[src/rtl/rcu3d_pkg.sv]
package rcu3d_pkg;
  localparam int NPORT = 7;
  localparam int NVN   = 2;
  localparam int P_L = 0;
  localparam int P_W = 1;
  localparam int P_S = 2;
  localparam int P_D = 3;
  localparam int P_E = 4;
  localparam int P_N = 5;
  localparam int P_U = 6;

  typedef logic [NPORT-1:0] portvec_t;

  localparam portvec_t NEG_ALL = portvec_t'((1 << P_W) | (1 << P_S) | (1 << P_D));
  localparam portvec_t POS_ALL = portvec_t'((1 << P_E) | (1 << P_N) | (1 << P_U));
  localparam portvec_t NEG_PLN = portvec_t'((1 << P_W) | (1 << P_S));
  localparam portvec_t POS_PLN = portvec_t'((1 << P_E) | (1 << P_N));
  localparam portvec_t VERT    = portvec_t'((1 << P_U) | (1 << P_D));
  localparam portvec_t LOC     = portvec_t'(1 << P_L);
endpackage

[src/rtl/rcu3d_dir.sv]
module rcu3d_dir
  import rcu3d_pkg::*;
#(
  parameter int COORD_W = 3
) (
  input  logic [COORD_W-1:0] dx,
  input  logic [COORD_W-1:0] dy,
  input  logic [COORD_W-1:0] dz,
  input  logic [COORD_W-1:0] cx,
  input  logic [COORD_W-1:0] cy,
  input  logic [COORD_W-1:0] cz,
  output portvec_t           need_o
);
  always_comb begin
    need_o      = '0;
    need_o[P_W] = dx < cx;
    need_o[P_E] = dx > cx;
    need_o[P_S] = dy < cy;
    need_o[P_N] = dy > cy;
    need_o[P_D] = dz < cz;
    need_o[P_U] = dz > cz;
    need_o[P_L] = (dx == cx) && (dy == cy) && (dz == cz);
  end
endmodule

[src/rtl/rcu3d_turn.sv]
module rcu3d_turn
  import rcu3d_pkg::*;
(
  input  portvec_t                    need_i,
  output logic [NVN-1:0][NPORT-1:0]   legal_o
);
  for (genvar v = 0; v < NVN; v++) begin : g_vn
    if (v == 0) begin : g_strict
      always_comb begin
        if (need_i[P_L])               legal_o[v] = LOC;
        else if ((need_i & NEG_ALL) != '0) legal_o[v] = need_i & NEG_ALL;
        else                           legal_o[v] = need_i & POS_ALL;
      end
    end else begin : g_planar
      always_comb begin
        if (need_i[P_L])                   legal_o[v] = LOC;
        else if ((need_i & NEG_PLN) != '0) legal_o[v] = (need_i & NEG_PLN) | (need_i & VERT);
        else                               legal_o[v] = (need_i & POS_PLN) | (need_i & VERT);
      end
    end
  end
endmodule

[src/rtl/rcu3d_sel.sv]
module rcu3d_sel
  import rcu3d_pkg::*;
#(
  parameter int CONG_W = 4
) (
  input  portvec_t                  elig_i,
  input  logic [NPORT*CONG_W-1:0]   cong_i,
  output portvec_t                  sel_o
);
  logic [CONG_W-1:0] best;
  logic              found;

  always_comb begin
    sel_o = '0;
    best  = '0;
    found = 1'b0;
    for (int p = 0; p < NPORT; p++) begin
      if (elig_i[p] && (!found || cong_i[p*CONG_W +: CONG_W] < best)) begin
        sel_o    = '0;
        sel_o[p] = 1'b1;
        best     = cong_i[p*CONG_W +: CONG_W];
        found    = 1'b1;
      end
    end
  end
endmodule

[src/rtl/rcu3d_route.sv]
module rcu3d_route
  import rcu3d_pkg::*;
#(
  parameter int COORD_W  = 3,
  parameter int CONG_W   = 4,
  parameter bit HAS_UP   = 1'b1,
  parameter bit HAS_DOWN = 1'b1
) (
  input  logic                    clk,
  input  logic                    rst,
  input  logic                    hdr_valid_i,
  input  logic [COORD_W-1:0]      dst_x_i,
  input  logic [COORD_W-1:0]      dst_y_i,
  input  logic [COORD_W-1:0]      dst_z_i,
  input  logic [COORD_W-1:0]      cur_x_i,
  input  logic [COORD_W-1:0]      cur_y_i,
  input  logic [COORD_W-1:0]      cur_z_i,
  input  logic [NPORT-1:0]        link_up_i,
  input  logic [NPORT*CONG_W-1:0] cong_i,
  output logic                    route_valid_o,
  output logic [NPORT-1:0]        port_o,
  output logic                    vn_o
);
  localparam portvec_t PRESENT = ~portvec_t'((HAS_UP ? 0 : (1 << P_U)) |
                                             (HAS_DOWN ? 0 : (1 << P_D)));

  portvec_t                  need, elig, sel;
  logic [NVN-1:0][NPORT-1:0] legal;
  logic                      vn_next;

  rcu3d_dir #(.COORD_W(COORD_W)) u_dir (
    .dx(dst_x_i), .dy(dst_y_i), .dz(dst_z_i),
    .cx(cur_x_i), .cy(cur_y_i), .cz(cur_z_i),
    .need_o(need)
  );

  rcu3d_turn u_turn (.need_i(need), .legal_o(legal));

  assign elig = (legal[0] | legal[1]) & link_up_i & PRESENT;

  rcu3d_sel #(.CONG_W(CONG_W)) u_sel (.elig_i(elig), .cong_i(cong_i), .sel_o(sel));

  assign vn_next = (sel != '0) && ((sel & legal[0]) == '0);

  always_ff @(posedge clk) begin
    if (rst) begin
      route_valid_o <= 1'b0;
      port_o        <= '0;
      vn_o          <= 1'b0;
    end else begin
      route_valid_o <= hdr_valid_i;
      port_o        <= hdr_valid_i ? sel : '0;
      vn_o          <= hdr_valid_i ? vn_next : 1'b0;
    end
  end


  valid_follow_chk: assert property (@(posedge clk) disable iff (rst)
    hdr_valid_i |=> route_valid_o);


  idle_quiet_chk: assert property (@(posedge clk) disable iff (rst)
    !hdr_valid_i |=> (port_o == '0 && !vn_o));


  masked_port_chk: assert property (@(posedge clk) disable iff (rst)
    hdr_valid_i |=> (port_o & ~($past(link_up_i) & PRESENT)) == '0);


  single_port_chk: assert property (@(posedge clk) disable iff (rst)
    $onehot0(port_o));


  local_only_chk: assert property (@(posedge clk) disable iff (rst)
    hdr_valid_i && dst_x_i == cur_x_i && dst_y_i == cur_y_i && dst_z_i == cur_z_i
      && link_up_i[P_L] |=> (port_o[P_L] && !vn_o));
endmodule

[config.mk]
export PLATFORM = sky130hd
export DESIGN_NAME = rcu3d_route
export DESIGN_NICKNAME = d
export VERILOG_FILES = /design/src/rtl/rcu3d_pkg.sv /design/src/rtl/rcu3d_dir.sv /design/src/rtl/rcu3d_turn.sv /design/src/rtl/rcu3d_sel.sv /design/src/rtl/rcu3d_route.sv
export SDC_FILE = /design/constraint.sdc
export NUM_CORES = 1
export LEC_CHECK = 0
export BUFFER_PORTS_ARGS = -buffer_cell sky130_fd_sc_hd__clkbuf_2
export CAP_MARGIN = 20
export CORE_MARGIN = 1.5
export CORE_UTILIZATION = 25
export CTS_CLUSTER_DIAMETER = 200
export DETAILED_ROUTE_END_ITERATION = 10
export PLACE_DENSITY_LB_ADDON = 0.12
export SLEW_MARGIN = 20
export SYNTH_ARGS = -nofsm -noshare
export SYNTH_HDL_FRONTEND = slang
export SYNTH_SLANG_ARGS = --single-unit
[constraint.sdc]
create_clock -name clk -period 10.2 [get_ports clk]
set_clock_uncertainty 0.2 [all_clocks]
set_input_delay 0.51 -clock clk [delete_from_list [all_inputs] [get_ports clk]]
set_output_delay 0.51 -clock clk [all_outputs]
set_load 0.01 [all_outputs]
; ---- Word-level counts from Yosys, hierarchy flattened
; Index checks and enable logic that the tools add are counted.
[word_totals]
reg_bits = 9
in_bits = 56
word_cells = 73
output_inout_bits = 9
[classes]
n_bitwise = 6
order_cmp = 12
n_mux = 23
n_eq_ne = 3
n_reduce_logical = 26
[ops]
columns = op, count
row1 = 7-bit two-way mux, 10
row2 = 4-bit < comparator, 6
row3 = 4-bit two-way mux, 6
row4 = 7-bit nonzero test, 3
row5 = 7-bit AND, 2
row6 = 3-bit == test, 3
row7 = 3-bit > comparator, 3
row8 = 1-bit logical AND, 9
row9 = 3-bit < comparator, 3
row10 = 7-bit logical NOT, 1
row11 = 1-bit two-way mux, 7
row12 = 3-bit by 7-bit OR with 7-bit output, 1
row13 = 6-bit by 7-bit OR with 7-bit output, 1
row14 = 7-bit OR, 1
row15 = 1-bit logical NOT, 6
row16 = 1-bit logical OR, 6
row17 = 2-bit OR reduction, 1
row18 = 1-bit NOT, 1

; ---- Logic depth before layout (Yosys ltp)
; Gate-level depths: netlist of run 1.
[logic_depth]
depth_word = 34
depth_mapped = 44
mapped_depth_nobuf = 43

; ---- Modules after synthesis
; A second synthesis of run 1 with hierarchy kept.
[hier_totals]
cells_unflattened = 237
hier_area_um2 = 1874.3
[by_module_without_submodules]
columns = module, cells_each, area_per_inst_um2, n_inst, seq_area_each_um2
row1 = rcu3d_sel, 153, 1134.8, 1, 0.0
row2 = rcu3d_route, 34, 352.8, 1, 180.2
row3 = rcu3d_dir, 34, 255.2, 1, 0.0
row4 = rcu3d_turn, 16, 131.4, 1, 0.0

; ---- Worst setup path before layout of run 1
; Ideal clock, no wire load.
[synth_timing]
path_type = input to register
startpoint = in cur_y_i[2]
endpoint = reg port_o[2]
arrival_ns = 8.366
n_path_buf = 1
required_time_ns = 9.900
setup_time_ns = 0.100
slack_ns = 1.534
path_stages = 41
cell_sequence = inv_1 ha_1 nand3_2 nor3_1 buf_2 nor2_1 a21boi_0 ha_1 a21oi_1 o221ai_1 a211oi_1 inv_1 mux2i_1 inv_1 ha_1 a2111oi_0 o211a_1 o21ai_0 (+5 left out) or4_1 nand3_2 nor2_1 a31oi_1 inv_1 ha_1 o21a_1 nor2_1 a41oi_1 o22ai_2 and2_4 a21o_2 mux2i_1 ha_1 nand3_1 a311o_1 a21o_4 a2111oi_4
[synth_via]
elab_chain_cells = 31
elab_cells_between_ends = 56
cone_classes = 8 x order compare / 1 x eq/ne / 21 x mux / 4 x bitwise / 22 x reduce/logical
[synth_rtl]
columns = item, line
row1 = from (decl), rcu3d_route.sv:16  ; input logic [COORD_W-1:0] cur_y_i,
row2 = 3-bit < comparator / 3-bit == test (equally long branches), "rcu3d_dir.sv:18, rcu3d_dir.sv:22"
row3 = 7-bit nonzero test / 1-bit logical AND (equally long branches), "rcu3d_turn.sv:17, rcu3d_dir.sv:22"
row4 = 7-bit two-way mux / 1-bit logical AND (equally long branches), "rcu3d_turn.sv:17, rcu3d_dir.sv:22"
row5 = 7-bit two-way mux (on tied branches), "rcu3d_turn.sv:16, rcu3d_turn.sv:10"
row6 = 7-bit OR *, rcu3d_route.sv:39  ; assign elig = (legal[0] | legal[1]) & link_up_i & PRESENT;
row7 = 7-bit AND *, rcu3d_route.sv:39
row8 = 4-bit two-way mux / 1-bit two-way mux (equally long branches), rcu3d_sel.sv:18  ; if (elig_i[p] && (!found || cong_i[p*CONG_W +: CONG_W] < best)) begin
row9 = 4-bit < comparator / 1-bit logical NOT (equally long branches), rcu3d_sel.sv:18
row10 = (+15 left out), -
row11 = 4-bit < comparator / 1-bit logical NOT (equally long branches), rcu3d_sel.sv:18
row12 = 1-bit logical OR, rcu3d_sel.sv:18
row13 = 1-bit logical AND, rcu3d_sel.sv:18
row14 = 4-bit two-way mux / 1-bit two-way mux (equally long branches), rcu3d_sel.sv:18
row15 = 4-bit < comparator / 1-bit logical NOT (equally long branches), rcu3d_sel.sv:18
row16 = 1-bit logical OR, rcu3d_sel.sv:18
row17 = 1-bit logical AND, rcu3d_sel.sv:18
row18 = 7-bit two-way mux *, rcu3d_sel.sv:18
row19 = to (signal assigned), rcu3d_route.sv:52  ; port_o <= hdr_valid_i ? sel : '0;
row20 = to (decl), rcu3d_route.sv:21  ; output logic [NPORT-1:0] port_o,
; Mark *: on every way between the ends. The rest lies on a longest branch, timed or not.
; A chain may end at the register's enable or synchronous reset.

; ---- Worst setup path after layout of run 1
[layout_timing]
startpoint = in cur_y_i[2]
endpoint = reg vn_o
[layout_via]
elab_chain_cells = 34
elab_cells_between_ends = 62
cone_classes = 8 x order compare / 1 x eq/ne / 23 x mux / 5 x bitwise / 25 x reduce/logical
[layout_rtl]
columns = item, line
row1 = 3-bit < comparator / 3-bit == test (equally long branches), "rcu3d_dir.sv:18, rcu3d_dir.sv:22"
row2 = 7-bit nonzero test / 1-bit logical AND (equally long branches), "rcu3d_turn.sv:17, rcu3d_dir.sv:22"
row3 = 7-bit two-way mux / 1-bit logical AND (equally long branches), "rcu3d_turn.sv:17, rcu3d_dir.sv:22"
row4 = 7-bit two-way mux (on tied branches), "rcu3d_turn.sv:16, rcu3d_turn.sv:10"
row5 = 7-bit OR, rcu3d_route.sv:39
row6 = 7-bit AND, rcu3d_route.sv:39
row7 = 4-bit two-way mux / 1-bit two-way mux (equally long branches), rcu3d_sel.sv:18
row8 = 4-bit < comparator / 1-bit logical NOT (equally long branches), rcu3d_sel.sv:18
row9 = (+18 left out), -
row10 = 4-bit two-way mux / 1-bit two-way mux (equally long branches), rcu3d_sel.sv:18
row11 = 4-bit < comparator / 1-bit logical NOT (equally long branches), rcu3d_sel.sv:18
row12 = 1-bit logical OR, rcu3d_sel.sv:18
row13 = 1-bit logical AND, rcu3d_sel.sv:18
row14 = 7-bit two-way mux, rcu3d_sel.sv:18
row15 = 7-bit AND, rcu3d_route.sv:43  ; assign vn_next = (sel != '0) && ((sel & legal[0]) == '0);
row16 = 7-bit logical NOT, rcu3d_route.sv:43
row17 = 1-bit logical AND *, rcu3d_route.sv:43
row18 = to (signal assigned), rcu3d_route.sv:53  ; vn_o <= hdr_valid_i ? vn_next : 1'b0;
row19 = to (decl), rcu3d_route.sv:22  ; output logic vn_o
; Marked as above.

==> impl_metrics.prom, run 1 <==
# TYPE chip_impl_metric gauge
chip_impl_metric{name="hold-worst-slack",unit="ns"} 0.486
chip_impl_info{name="type_of_the_worst_setup_path",value="in -> reg"} 1
chip_impl_metric{name="number_of_maximum_capacitance_violations",unit=""} 0
chip_impl_info{name="timing.critical_path.to_type",value="flip-flop"} 1
chip_impl_metric{name="worst-endpoint-arrival",unit="ns"} 9.31
chip_impl_metric{name="worst_endpoint_required_time",unit="ns"} 10.17
chip_impl_info{name="hp-start",value="hdr_valid_i"} 1
chip_impl_metric{name="slowest_delay",unit="ns"} 0.48
chip_impl_metric{name="die_width",unit="um"} 80.8
chip_impl_metric{name="fmax",unit="MHz"} 107
chip_impl_metric{name="number_of_pins_with_negative_max_slew_slack_in_the_final_report",unit=""} 0
chip_impl_metric{name="numClockSinks",unit=""} 9
chip_impl_metric{name="ant_nets",unit=""} 0
chip_impl_metric{name="cp_max_fo",unit=""} 11
chip_impl_metric{name="hold_viol_final",unit=""} 0
chip_impl_info{name="cts_tree",value="done"} 1
chip_impl_metric{name="num-nets-final",unit=""} 343
chip_impl_metric{name="switching_power",unit="W"} 0.0000744
chip_impl_metric{name="grt_antenna_before_repair",unit=""} 0
chip_impl_metric{name="hpwl",unit="um"} 3990
chip_impl_metric{name="die-area",unit="mm2"} 0.00653
chip_impl_metric{name="finalWeightedCongestion",unit=""} 0.790
chip_impl_metric{name="port_buffer_count",unit=""} 64
chip_impl_info{name="synth_ff_type",value="sky130_fd_sc_hd__dfxtp_1"} 1
chip_impl_metric{name="ctsHtreeMaxLevel",unit=""} 1
chip_impl_metric{name="synthArstFlopShare",unit=""} 0
chip_impl_metric{name="worst_setup_hold_path_clk_slew",unit="ns"} 0.04
chip_impl_metric{name="post_cts_repair_setup_buffers",unit=""} 0
chip_impl_info{name="clockRootBuffer",value="sky130_fd_sc_hd__clkbuf_8"} 1
chip_impl_metric{name="die_h",unit="um"} 80.8
chip_impl_metric{name="power.share.combinational",unit=""} 0.586
chip_impl_metric{name="placementRows",unit=""} 28
chip_impl_metric{name="globalRoute.totalOverflow",unit=""} 0
chip_impl_metric{name="core_region_area",unit="mm2"} 0.00589
chip_impl_metric{name="wl",unit="um"} 4460
chip_impl_metric{name="area.growth.synth_to_final",unit="%"} 33.4
chip_impl_metric{name="cts_buffer_depth",unit=""} 2
chip_impl_metric{name="post_drt_wl_per_cell",unit="um"} 13.2
chip_impl_metric{name="synth-edff-count",unit=""} 0
chip_impl_metric{name="first_global_vias",unit=""} 1562
chip_impl_info{name="min-delay-path-class",value="in -> reg"} 1
chip_impl_metric{name="boundaryPins",unit=""} 65
chip_impl_metric{name="cts-buffers-inserted",unit=""} 3
chip_impl_info{name="setup.worst_path.start",value="cur_y_i[2]"} 1
chip_impl_metric{name="yosys_warns",unit=""} 0
chip_impl_metric{name="remaining_routing_drc_violations",unit=""} 0
chip_impl_metric{name="vias_per_cell",unit=""} 5.01
chip_impl_metric{name="tns",unit="ns"} 0
chip_impl_metric{name="fin_cells",unit=""} 337
chip_impl_metric{name="yosys_register_bits",unit=""} 9
chip_impl_metric{name="via_count",unit=""} 1687
chip_impl_metric{name="fraction_of_power_consumed_by_sequential_logic",unit=""} 0.201
chip_impl_metric{name="synth.lib_cells_used.distinct",unit=""} 50
chip_impl_info{name="run_status",value="finished clean"} 1
chip_impl_info{name="crit_top_cell",value="sky130_fd_sc_hd__ha_1"} 1
chip_impl_metric{name="drt-pass1-iter-count",unit=""} 4
chip_impl_metric{name="ir_worst_vdd",unit="mV"} 0.0645
chip_impl_metric{name="grt_first_pass_wirelength",unit="um"} 7240
chip_impl_metric{name="post_route_cells_drive_above_1_share",unit=""} 0.347
chip_impl_info{name="cp_slowest_cell",value="sky130_fd_sc_hd__a2111oi_2"} 1
chip_impl_metric{name="power.static_leakage",unit="nW"} 0.996
chip_impl_metric{name="power_per_cell_area",unit="mW/mm2"} 91.4
chip_impl_metric{name="headroom_to_the_max_slew_limit",unit=""} 0.556
chip_impl_metric{name="p_total",unit="W"} 0.000184
chip_impl_metric{name="detailedRoute.firstIterationViolations",unit=""} 48
chip_impl_metric{name="worst_slew_pin_slew",unit="ns"} 0.660
chip_impl_metric{name="ctsHoldBuffers",unit=""} 0
chip_impl_info{name="crit_path_start_kind",value="input pin"} 1
chip_impl_metric{name="switching_share",unit=""} 0.403
chip_impl_metric{name="power_frac_clock",unit=""} 0.213
chip_impl_metric{name="postSynthAreaPerCell",unit="um2"} 7.76
chip_impl_metric{name="antennaDiodeCount",unit=""} 0
chip_impl_metric{name="groute.usage.overall",unit=""} 0.143
chip_impl_metric{name="period_utilisation_layout",unit=""} 0.915
chip_impl_metric{name="cellInternalPower",unit="W"} 0.000110
chip_impl_metric{name="dp_cells",unit=""} 333
chip_impl_metric{name="floorplan.initialDensity",unit=""} 0.257
chip_impl_metric{name="synth.yosys.seq_area_share",unit=""} 0.119
chip_impl_metric{name="grt_max_degree",unit=""} 12
chip_impl_metric{name="synthCells",unit=""} 195
chip_impl_metric{name="finalCriticalPeriod",unit="ns"} 9.34
chip_impl_metric{name="mappedNetlistArea",unit="mm2"} 0.00151
chip_impl_info{name="setup_repair_after_global_routing_missed_its_margin",value="false"} 1
chip_impl_metric{name="final_setup_violation_count",unit=""} 0
chip_impl_metric{name="post_syn_nets",unit=""} 275
## layout by cell type (no fill, tap or decap), drive strengths merged, types with 5 or more instances in the layout
cell / Yosys / final
a21o: 6 / 6
nor2: 11 / 11
nand2: 12 / 12
and3: 6 / 6
ha: 24 / 24
and2: 5 / 5
nand3: 17 / 17
clkbuf: 1 / 67
mux2i: 6 / 6
o21ai: 10 / 10
inv: 26 / 26
a21oi: 12 / 12
dfxtp: 9 / 9
## power by group through the flow
stage / clock (W) / sequential (W) / combinational, W
floorplan: 0 / 0.0000386 / 0.0000725
global placement: 0 / 0.0000378 / 0.000106
detailed placement: 0 / 0.0000378 / 0.000106
CTS: 0.0000412 / 0.0000371 / 0.000106
global route: 0.0000445 / 0.0000372 / 0.000123
finish: 0.0000393 / 0.0000371 / 0.000108
## routing by layer
layer	routed length (um)	vias to the layer above	GRT usage
li1	-	868	-
met1	2160	744	0.188
met2	2030	70	0.245
met3	242	5	0.0146
met4	31	0	0.0431
met5	0	-	0
## cell type report
cell class	count	area (um2)
timing repair buffer	65	340
clock inverter	1	5.00
clock buffer	3	41.3
inverter	26	97.6
fill	673	3870
multi-input combinational	158	1260
sequential	9	180
tap	75	93.8
## synth_stat cells (2+ instances only)
master | n | area [um2]
sky130_fd_sc_hd__nor3_1 | 3 | 15.0
sky130_fd_sc_hd__a21boi_0 | 4 | 30.0
sky130_fd_sc_hd__nand3_1 | 14 | 70.1
sky130_fd_sc_hd__a21o_1 | 4 | 30.0
sky130_fd_sc_hd__nand3b_1 | 2 | 15.0
sky130_fd_sc_hd__and2_1 | 4 | 25.0
sky130_fd_sc_hd__nor4_1 | 2 | 12.5
sky130_fd_sc_hd__and3_1 | 4 | 25.0
sky130_fd_sc_hd__nand3_2 | 3 | 30.0
sky130_fd_sc_hd__ha_1 | 24 | 300
sky130_fd_sc_hd__a31oi_1 | 4 | 25.0
sky130_fd_sc_hd__and3_2 | 2 | 15.0
sky130_fd_sc_hd__o2111a_1 | 2 | 22.5
sky130_fd_sc_hd__nor2_1 | 11 | 41.3
sky130_fd_sc_hd__a2111oi_0 | 2 | 17.5
sky130_fd_sc_hd__nand2_1 | 12 | 45.0
sky130_fd_sc_hd__o211ai_1 | 3 | 22.5
sky130_fd_sc_hd__dfxtp_1 | 9 | 180
sky130_fd_sc_hd__o21ai_0 | 10 | 50.1
sky130_fd_sc_hd__o21a_1 | 2 | 15.0
sky130_fd_sc_hd__inv_1 | 26 | 97.6
sky130_fd_sc_hd__a21oi_1 | 12 | 60.1
sky130_fd_sc_hd__a211oi_1 | 4 | 30.0
sky130_fd_sc_hd__mux2i_1 | 6 | 60.1
## worst paths after layout
check	endpoint	cells past startpoint
setup / recovery	vn_o	42
hold / removal	port_o[2]	3
## flip-flops by register name, indices dropped and copies added (netlist names)
register and cells:
vn_o 1, port_o 7, route_valid_o 1
## per-stage QoR
stage          setup WS [ns]  cell area, um2   util
2_1_floorplan           1.53            1510      -
3_3_place_gp           0.116            1940  0.329
3_5_place_dp           0.156            1940  0.329
4_1_cts                0.381            1980  0.337
5_1_grt               0.0104            2020  0.343
6_report               0.862            2020  0.343
## what timing repair did
| action | 4_1_cts | 5_1_grt |
|---|---|---|
| hold endpoints to repair | 0 | 0 |
| resized for setup | 0 | 9 |
| endpoints found under the setup margin | 0 | 6 |
## logic make-up (layout without fill, tap and decap cells)
logic type | count (synthesis) | in the layout | share of synthesized area
adders and majority gates | 24 | 24 | 0.199
and+or+nand+nor | 65 | 65 | 0.237
muxes | 6 | 6 | 0.0397
DFF | 9 | 9 | 0.119
AOI/OAI and AO/OA | 63 | 63 | 0.335
buffers and inverters | 28 | 95 | 0.0703
## critical path, delay by kind of cell
family	cells	cell delay, ns
and+or+nand+nor	9	1.67
adders and majority gates	6	1.77
AOI/OAI and AO/OA	18	4.14
muxes	2	0.49
buffers and inverters	7	0.70
No activity file was read; power rests on OpenSTA's default activity.
==> run 2, diff against run 1 <==
Settings changed: RECOVER_POWER from default to 50.
==> run 2 against run 1 <==
- maximum frequency up 0.46%
- largest power group unchanged
- flip-flop and latch count unchanged
- sequential share of layout area about the same
- non-clock buffer count unchanged
- critical path depth unchanged
- power down 0.32%
- count of clock-buffer cells in the layout unchanged
- combinational power about the same
- worst hold slack about the same
- final cell count unchanged
- core utilization down 0.17 points
==> impl_metrics.prom, run 2 (synthesis results as in run 1) <==
# TYPE chip_impl_metric gauge
chip_impl_metric{name="number_of_maximum_capacitance_violations",unit=""} 0
chip_impl_info{name="mostFrequentLayoutCell",value="sky130_fd_sc_hd__clkbuf_2"} 1
chip_impl_metric{name="globalRoute.totalOverflow",unit=""} 0
chip_impl_info{name="crit_top_cell",value="sky130_fd_sc_hd__ha_1"} 1
chip_impl_metric{name="grt_first_pass_wirelength",unit="um"} 7240
chip_impl_metric{name="power_per_cell_area",unit="mW/mm2"} 91.5
chip_impl_metric{name="wl",unit="um"} 4470
chip_impl_metric{name="multiInputGateArea",unit="mm2"} 0.00126
chip_impl_metric{name="vias_per_cell",unit=""} 4.92
chip_impl_metric{name="die-area",unit="mm2"} 0.00653
chip_impl_metric{name="hpwl",unit="um"} 3990
chip_impl_metric{name="drt-pass1-iter-count",unit=""} 4
chip_impl_info{name="clockRootBuffer",value="sky130_fd_sc_hd__clkbuf_8"} 1
chip_impl_info{name="timing.critical_path.to_type",value="flip-flop"} 1
chip_impl_metric{name="ir_worst_vdd",unit="mV"} 0.0641
chip_impl_metric{name="cp_max_fo",unit=""} 11
chip_impl_metric{name="hold_viol_final",unit=""} 0
chip_impl_metric{name="port_buffer_count",unit=""} 64
chip_impl_metric{name="die_width",unit="um"} 80.8
chip_impl_metric{name="final_setup_violation_count",unit=""} 0
chip_impl_metric{name="placementRows",unit=""} 28
chip_impl_metric{name="tns",unit="ns"} 0
chip_impl_metric{name="antennaDiodeCount",unit=""} 0
chip_impl_info{name="largestRegisters",value="port_o: 7 flops, route_valid_o: 1 flops, vn_o: 1 flops"} 1
chip_impl_metric{name="num-nets-final",unit=""} 343
chip_impl_metric{name="period_utilisation_layout",unit=""} 0.911
chip_impl_metric{name="fmax",unit="MHz"} 108
chip_impl_info{name="setup.worst_path.start",value="cur_y_i[2]"} 1
chip_impl_metric{name="post_cts_repair_setup_buffers",unit=""} 0
chip_impl_info{name="cts_tree",value="done"} 1
chip_impl_metric{name="finish.instance_area",unit="mm2"} 0.00201
chip_impl_info{name="crit_path_start_kind",value="input pin"} 1
chip_impl_metric{name="groute.usage.overall",unit=""} 0.143
chip_impl_metric{name="slowest_delay",unit="ns"} 0.46
chip_impl_metric{name="power.static_leakage",unit="nW"} 0.969
chip_impl_metric{name="area.growth.synth_to_final",unit="%"} 32.8
chip_impl_metric{name="detailedRoute.firstIterationViolations",unit=""} 36
chip_impl_info{name="largest-register",value="port_o"} 1
chip_impl_metric{name="worst-endpoint-arrival",unit="ns"} 9.26
chip_impl_metric{name="numClockSinks",unit=""} 9
chip_impl_metric{name="placement.cell_area",unit="mm2"} 0.00194
chip_impl_metric{name="cts-buffers-inserted",unit=""} 3
chip_impl_metric{name="post_drt_wl_per_cell",unit="um"} 13.2
chip_impl_info{name="most-common-layout-cells",value="sky130_fd_sc_hd__clkbuf_2 (56), sky130_fd_sc_hd__inv_1 (26), sky130_fd_sc_hd__ha_1 (24)"} 1
chip_impl_metric{name="headroom_to_the_max_slew_limit",unit=""} 0.558
chip_impl_metric{name="post_route_cells_drive_above_1_share",unit=""} 0.317
chip_impl_metric{name="finalCriticalPeriod",unit="ns"} 9.30
chip_impl_metric{name="boundaryPins",unit=""} 65
chip_impl_metric{name="grt_max_degree",unit=""} 12
chip_impl_metric{name="ant_nets",unit=""} 0
chip_impl_metric{name="number_of_pins_with_negative_max_slew_slack_in_the_final_report",unit=""} 0
chip_impl_info{name="min-delay-path-class",value="in -> reg"} 1
chip_impl_info{name="run_status",value="finished clean"} 1
chip_impl_metric{name="worst_setup_hold_path_clk_slew",unit="ns"} 0.04
chip_impl_metric{name="finalWeightedCongestion",unit=""} 0.790
chip_impl_metric{name="ctsHoldBuffers",unit=""} 0
chip_impl_metric{name="die_h",unit="um"} 80.8
chip_impl_metric{name="fillCellCount",unit=""} 678
chip_impl_metric{name="number_of_flip_flops_under_the_largest_register_name",unit=""} 7
chip_impl_metric{name="first_global_vias",unit=""} 1562
chip_impl_info{name="cp_slowest_cell",value="sky130_fd_sc_hd__a2111oi_2"} 1
chip_impl_info{name="setup_repair_after_global_routing_missed_its_margin",value="false"} 1
chip_impl_info{name="type_of_the_worst_setup_path",value="in -> reg"} 1
chip_impl_metric{name="core_region_area",unit="mm2"} 0.00589
chip_impl_metric{name="worst_slew_pin_slew",unit="ns"} 0.657
chip_impl_metric{name="cts_buffer_depth",unit=""} 2
chip_impl_metric{name="worst_endpoint_required_time",unit="ns"} 10.17
chip_impl_metric{name="register_area",unit="um2"} 180
chip_impl_info{name="critPathCapture",value="vn_o"} 1
chip_impl_metric{name="ctsHtreeMaxLevel",unit=""} 1
chip_impl_metric{name="remaining_routing_drc_violations",unit=""} 0
chip_impl_metric{name="via_count",unit=""} 1659
chip_impl_metric{name="grt_antenna_before_repair",unit=""} 0
chip_impl_metric{name="floorplan.initialDensity",unit=""} 0.257
[run 2: changes by cell type in the layout (fill, tap and decap cells not counted)]
| cell | previous run | this run |
|---|---|---|
| sky130_fd_sc_hd__clkbuf_2 | 64 | 56 |
| sky130_fd_sc_hd__clkbuf_1 | 0 | 8 |
[run 2: worst max-delay path, delay by kind of cell]
family	cells	cell delay, ns
buffers and inverters	7	0.70
multiplexers	2	0.49
adder cells (fa/ha/maj)	6	1.77
AO/OA/AOI/OAI	18	4.12
AND/OR/NAND/NOR	9	1.67
[run 2: final cells by class]
type                            instances  area share
Multi-Input combinational cell        158       0.627
Inverter                               26      0.0486
Clock inverter                          1     0.00249
Clock buffer                            3      0.0206
Sequential cell                         9      0.0897
Timing Repair Buffer                   65       0.164
Tap cell                               75      0.0467
[run 2: per-layer routing]
metal | wire (um) | vias up | share of wire | global-route usage
met3 | 243 | 2 | 0.054 | 0.0146
met2 | 2040 | 57 | 0.46 | 0.245
met5 | 0 | - | 0 | 0
li1 | - | 868 | - | -
met1 | 2160 | 732 | 0.48 | 0.188
met4 | 23 | 0 | 0.0052 | 0.0431
[run 2: stage by stage]
step	worst slack, ns	power, W	utilization	hold slack, ns	std cells
after floorplan	1.53	0.000111	-	0.453	195
after detailed placement	0.156	0.000143	0.329	0.699	333
after global routing	0.0104	0.000205	0.341	0.490	337
after global placement	0.116	0.000144	0.329	0.697	333
final	0.905	0.000184	0.341	0.486	337
after CTS	0.381	0.000184	0.337	0.470	337
[run 2: what timing repair did]
item	4_1_cts	5_1_grt
hold endpoints to repair	0	0
setup endpoints to repair	0	6
gates resized for setup	0	9
[run 2: power by group]
group          leakage, nW  internal (W)  switching [W]  total [W]
clock network       0.0255     0.0000265      0.0000128  0.0000393
logic                0.870     0.0000464      0.0000610   0.000107
registers           0.0731     0.0000368    0.000000328  0.0000371
[run 2: worst min-delay path by stage]
stage	from	endpoint	slack, ns	depth (start not counted)
after floorplan	link_up_i[0]	port_o[0]	0.45	2
after global placement	port_o[5]	port_o[5]	0.70	1
after detailed placement	port_o[6]	port_o[6]	0.70	1
after CTS	link_up_i[0]	port_o[0]	0.47	3
after global routing	link_up_i[0]	port_o[0]	0.49	3
final	hdr_valid_i	port_o[2]	0.49	3
==> run 3, diff against run 2 <==
Settings changed: CORE_MARGIN 1.5 to default, PLACE_DENSITY from default to 0.51, PLACE_DENSITY_LB_ADDON 0.12 to default, SKIP_LAST_GASP from default to 1.
==> run 3 against run 2 <==
- core utilization is 0.89 points higher
- critical path depth up 1
- sequential power about the same
- non-clock buffer count grew 2
- power decreased by 0.50%
- die area shrank 2.5%
- critical path type unchanged
- largest power group unchanged
==> impl_metrics.prom, run 3 (synthesis results as in run 1) <==
# TYPE chip_impl_metric gauge
chip_impl_info{name="run_status",value="finished clean"} 1
chip_impl_metric{name="floorplan.initialDensity",unit=""} 0.267
chip_impl_metric{name="num-nets-final",unit=""} 345
chip_impl_info{name="most-common-layout-cells",value="sky130_fd_sc_hd__clkbuf_2 (57), sky130_fd_sc_hd__inv_1 (26), sky130_fd_sc_hd__ha_1 (24)"} 1
chip_impl_metric{name="cts_buffer_depth",unit=""} 2
chip_impl_metric{name="ant_nets",unit=""} 0
chip_impl_metric{name="grt_antenna_before_repair",unit=""} 0
chip_impl_metric{name="number_of_maximum_capacitance_violations",unit=""} 0
chip_impl_info{name="timing.critical_path.to_type",value="flip-flop"} 1
chip_impl_metric{name="placement.cell_area",unit="mm2"} 0.00194
chip_impl_metric{name="cts-buffers-inserted",unit=""} 3
chip_impl_metric{name="antennaDiodeCount",unit=""} 0
chip_impl_metric{name="register_area",unit="um2"} 180
chip_impl_metric{name="post_drt_wl_per_cell",unit="um"} 12.7
chip_impl_metric{name="vias_per_cell",unit=""} 4.94
chip_impl_metric{name="detailedRoute.firstIterationViolations",unit=""} 32
chip_impl_metric{name="final_core_utilization",unit=""} 0.350
chip_impl_metric{name="headroom_to_the_max_slew_limit",unit=""} 0.573
chip_impl_metric{name="post_route_cells_drive_above_1_share",unit=""} 0.311
chip_impl_info{name="clockRootBuffer",value="sky130_fd_sc_hd__clkbuf_8"} 1
chip_impl_metric{name="wl",unit="um"} 4260
chip_impl_metric{name="worst-endpoint-arrival",unit="ns"} 9.30
chip_impl_metric{name="boundaryPins",unit=""} 65
chip_impl_metric{name="power.static_leakage",unit="nW"} 0.982
chip_impl_metric{name="placementRows",unit=""} 27
chip_impl_metric{name="power.share.combinational",unit=""} 0.576
chip_impl_metric{name="groute.usage.overall",unit=""} 0.139
chip_impl_metric{name="power_per_cell_area",unit="mW/mm2"} 92.0
chip_impl_metric{name="post_cts_repair_setup_buffers",unit=""} 0
chip_impl_info{name="cts_tree",value="done"} 1
chip_impl_metric{name="die-area",unit="mm2"} 0.00637
chip_impl_metric{name="first_global_vias",unit=""} 1652
chip_impl_metric{name="switching_share",unit=""} 0.400
chip_impl_metric{name="cellInternalPower",unit="W"} 0.000110
chip_impl_metric{name="dp_cells",unit=""} 332
chip_impl_info{name="min-delay-path-class",value="in -> reg"} 1
chip_impl_metric{name="worst_slew_pin_slew",unit="ns"} 0.635
chip_impl_metric{name="globalRoute.totalOverflow",unit=""} 0
chip_impl_metric{name="remaining_routing_drc_violations",unit=""} 0
chip_impl_info{name="crit_path_start_kind",value="input pin"} 1
chip_impl_metric{name="drt-pass1-iter-count",unit=""} 4
chip_impl_metric{name="hold_viol_final",unit=""} 0
chip_impl_metric{name="final.setup.worst_slack",unit="ns"} 0.871
chip_impl_metric{name="switching_power",unit="W"} 0.0000731
chip_impl_metric{name="cp_max_fo",unit=""} 10
chip_impl_metric{name="grt_first_pass_wirelength",unit="um"} 7060
chip_impl_metric{name="port_buffer_count",unit=""} 64
chip_impl_metric{name="fillCellCount",unit=""} 637
chip_impl_metric{name="finish.instance_area",unit="mm2"} 0.00199
chip_impl_metric{name="area.growth.synth_to_final",unit="%"} 31.3
chip_impl_info{name="largestRegisters",value="port_o: 7 flops, route_valid_o: 1 flops, vn_o: 1 flops"} 1
chip_impl_metric{name="fraction_of_power_consumed_by_sequential_logic",unit=""} 0.203
chip_impl_metric{name="number_of_flip_flops_under_the_largest_register_name",unit=""} 7
chip_impl_info{name="largest-register",value="port_o"} 1
chip_impl_metric{name="pre_cts_slack",unit="ns"} 0.417
chip_impl_metric{name="finalCriticalPeriod",unit="ns"} 9.33
chip_impl_metric{name="number_of_pins_with_negative_max_slew_slack_in_the_final_report",unit=""} 0
chip_impl_metric{name="die_width",unit="um"} 79.8
chip_impl_info{name="crit_top_cell",value="sky130_fd_sc_hd__ha_1"} 1
chip_impl_metric{name="core_region_area",unit="mm2"} 0.00568
chip_impl_metric{name="period_utilisation_layout",unit=""} 0.915
chip_impl_info{name="setup_repair_after_global_routing_missed_its_margin",value="false"} 1
chip_impl_metric{name="fmax",unit="MHz"} 107
chip_impl_info{name="mostFrequentLayoutCell",value="sky130_fd_sc_hd__clkbuf_2"} 1
chip_impl_metric{name="final_setup_violation_count",unit=""} 0
chip_impl_metric{name="numClockSinks",unit=""} 9
chip_impl_metric{name="ir_worst_vdd",unit="mV"} 0.0602
chip_impl_metric{name="ctsHtreeMaxLevel",unit=""} 1
chip_impl_metric{name="grt_max_degree",unit=""} 11
chip_impl_metric{name="fin_cells",unit=""} 336
chip_impl_metric{name="hpwl",unit="um"} 3830
chip_impl_metric{name="worst_endpoint_required_time",unit="ns"} 10.17
chip_impl_metric{name="worst_setup_hold_path_clk_slew",unit="ns"} 0.04
chip_impl_info{name="type_of_the_worst_setup_path",value="in -> reg"} 1
chip_impl_info{name="cp_slowest_cell",value="sky130_fd_sc_hd__a2111oi_0"} 1
chip_impl_metric{name="via_count",unit=""} 1659
chip_impl_metric{name="slowest_delay",unit="ns"} 0.42
chip_impl_metric{name="multiInputGateArea",unit="mm2"} 0.00124
chip_impl_metric{name="power_frac_clock",unit=""} 0.221
chip_impl_metric{name="tns",unit="ns"} 0
chip_impl_metric{name="finalWeightedCongestion",unit=""} 0.830
chip_impl_metric{name="die_h",unit="um"} 79.8
[run 3: timing repair]
action,4_1_cts,5_1_grt
hold buffers,0,0
resized for setup,0,3
endpoints found under the setup margin,0,6
[run 3: path summary, 6_finish.rpt]
check | endpoint | cells after the start | from | slack (ns)
setup / recovery | vn_o | 43 | cur_z_i[2] | 0.87
hold / removal | port_o[0] | 3 | link_up_i[0] | 0.45
[run 3: routing by layer]
layer	up-vias	GRT usage	wire length, um
met3	2	0.0149	206
met4	0	0.0268	17
met2	48	0.255	2030
met5	-	0	0
li1	872	-	-
met1	737	0.175	2010
[run 3: area by class of cell]
| class | count | area share |
|---|---|---|
| multi-input cells | 158 | 0.623 |
| repair buffers | 67 | 0.168 |
| flip-flops and latches | 9 | 0.0907 |
| inverters | 26 | 0.0491 |
| well taps | 72 | 0.0453 |
| clock buffers | 3 | 0.0208 |
| clock inverters | 1 | 0.00252 |
[run 3: critical path, delay by kind of cell]
| kind | cells | cell delay, ns |
|---|---|---|
| AO/OA/AOI/OAI | 18 | 3.96 |
| adder cells (fa/ha/maj) | 6 | 1.74 |
| multiplexers | 2 | 0.46 |
| buffers and inverters | 8 | 0.88 |
| AND/OR/NAND/NOR | 9 | 1.70 |
[run 3: metrics by stage]
stage,hold WS (ns),power [W]
floorplan,0.453,0.000111
detailed placement,0.699,0.000143
global placement,0.696,0.000142
finish,0.451,0.000183
global route,0.476,0.000201
CTS,0.457,0.000184
[run 3: power groups by stage]
stage	Combinational [W]	Clock, W	Sequential [W]
final	0.000105	0.0000404	0.0000371
after global routing	0.000120	0.0000440	0.0000372
after CTS	0.000106	0.0000416	0.0000372
after detailed placement	0.000105	0	0.0000378
after global placement	0.000104	0	0.0000378
after floorplan	0.0000725	0	0.0000386
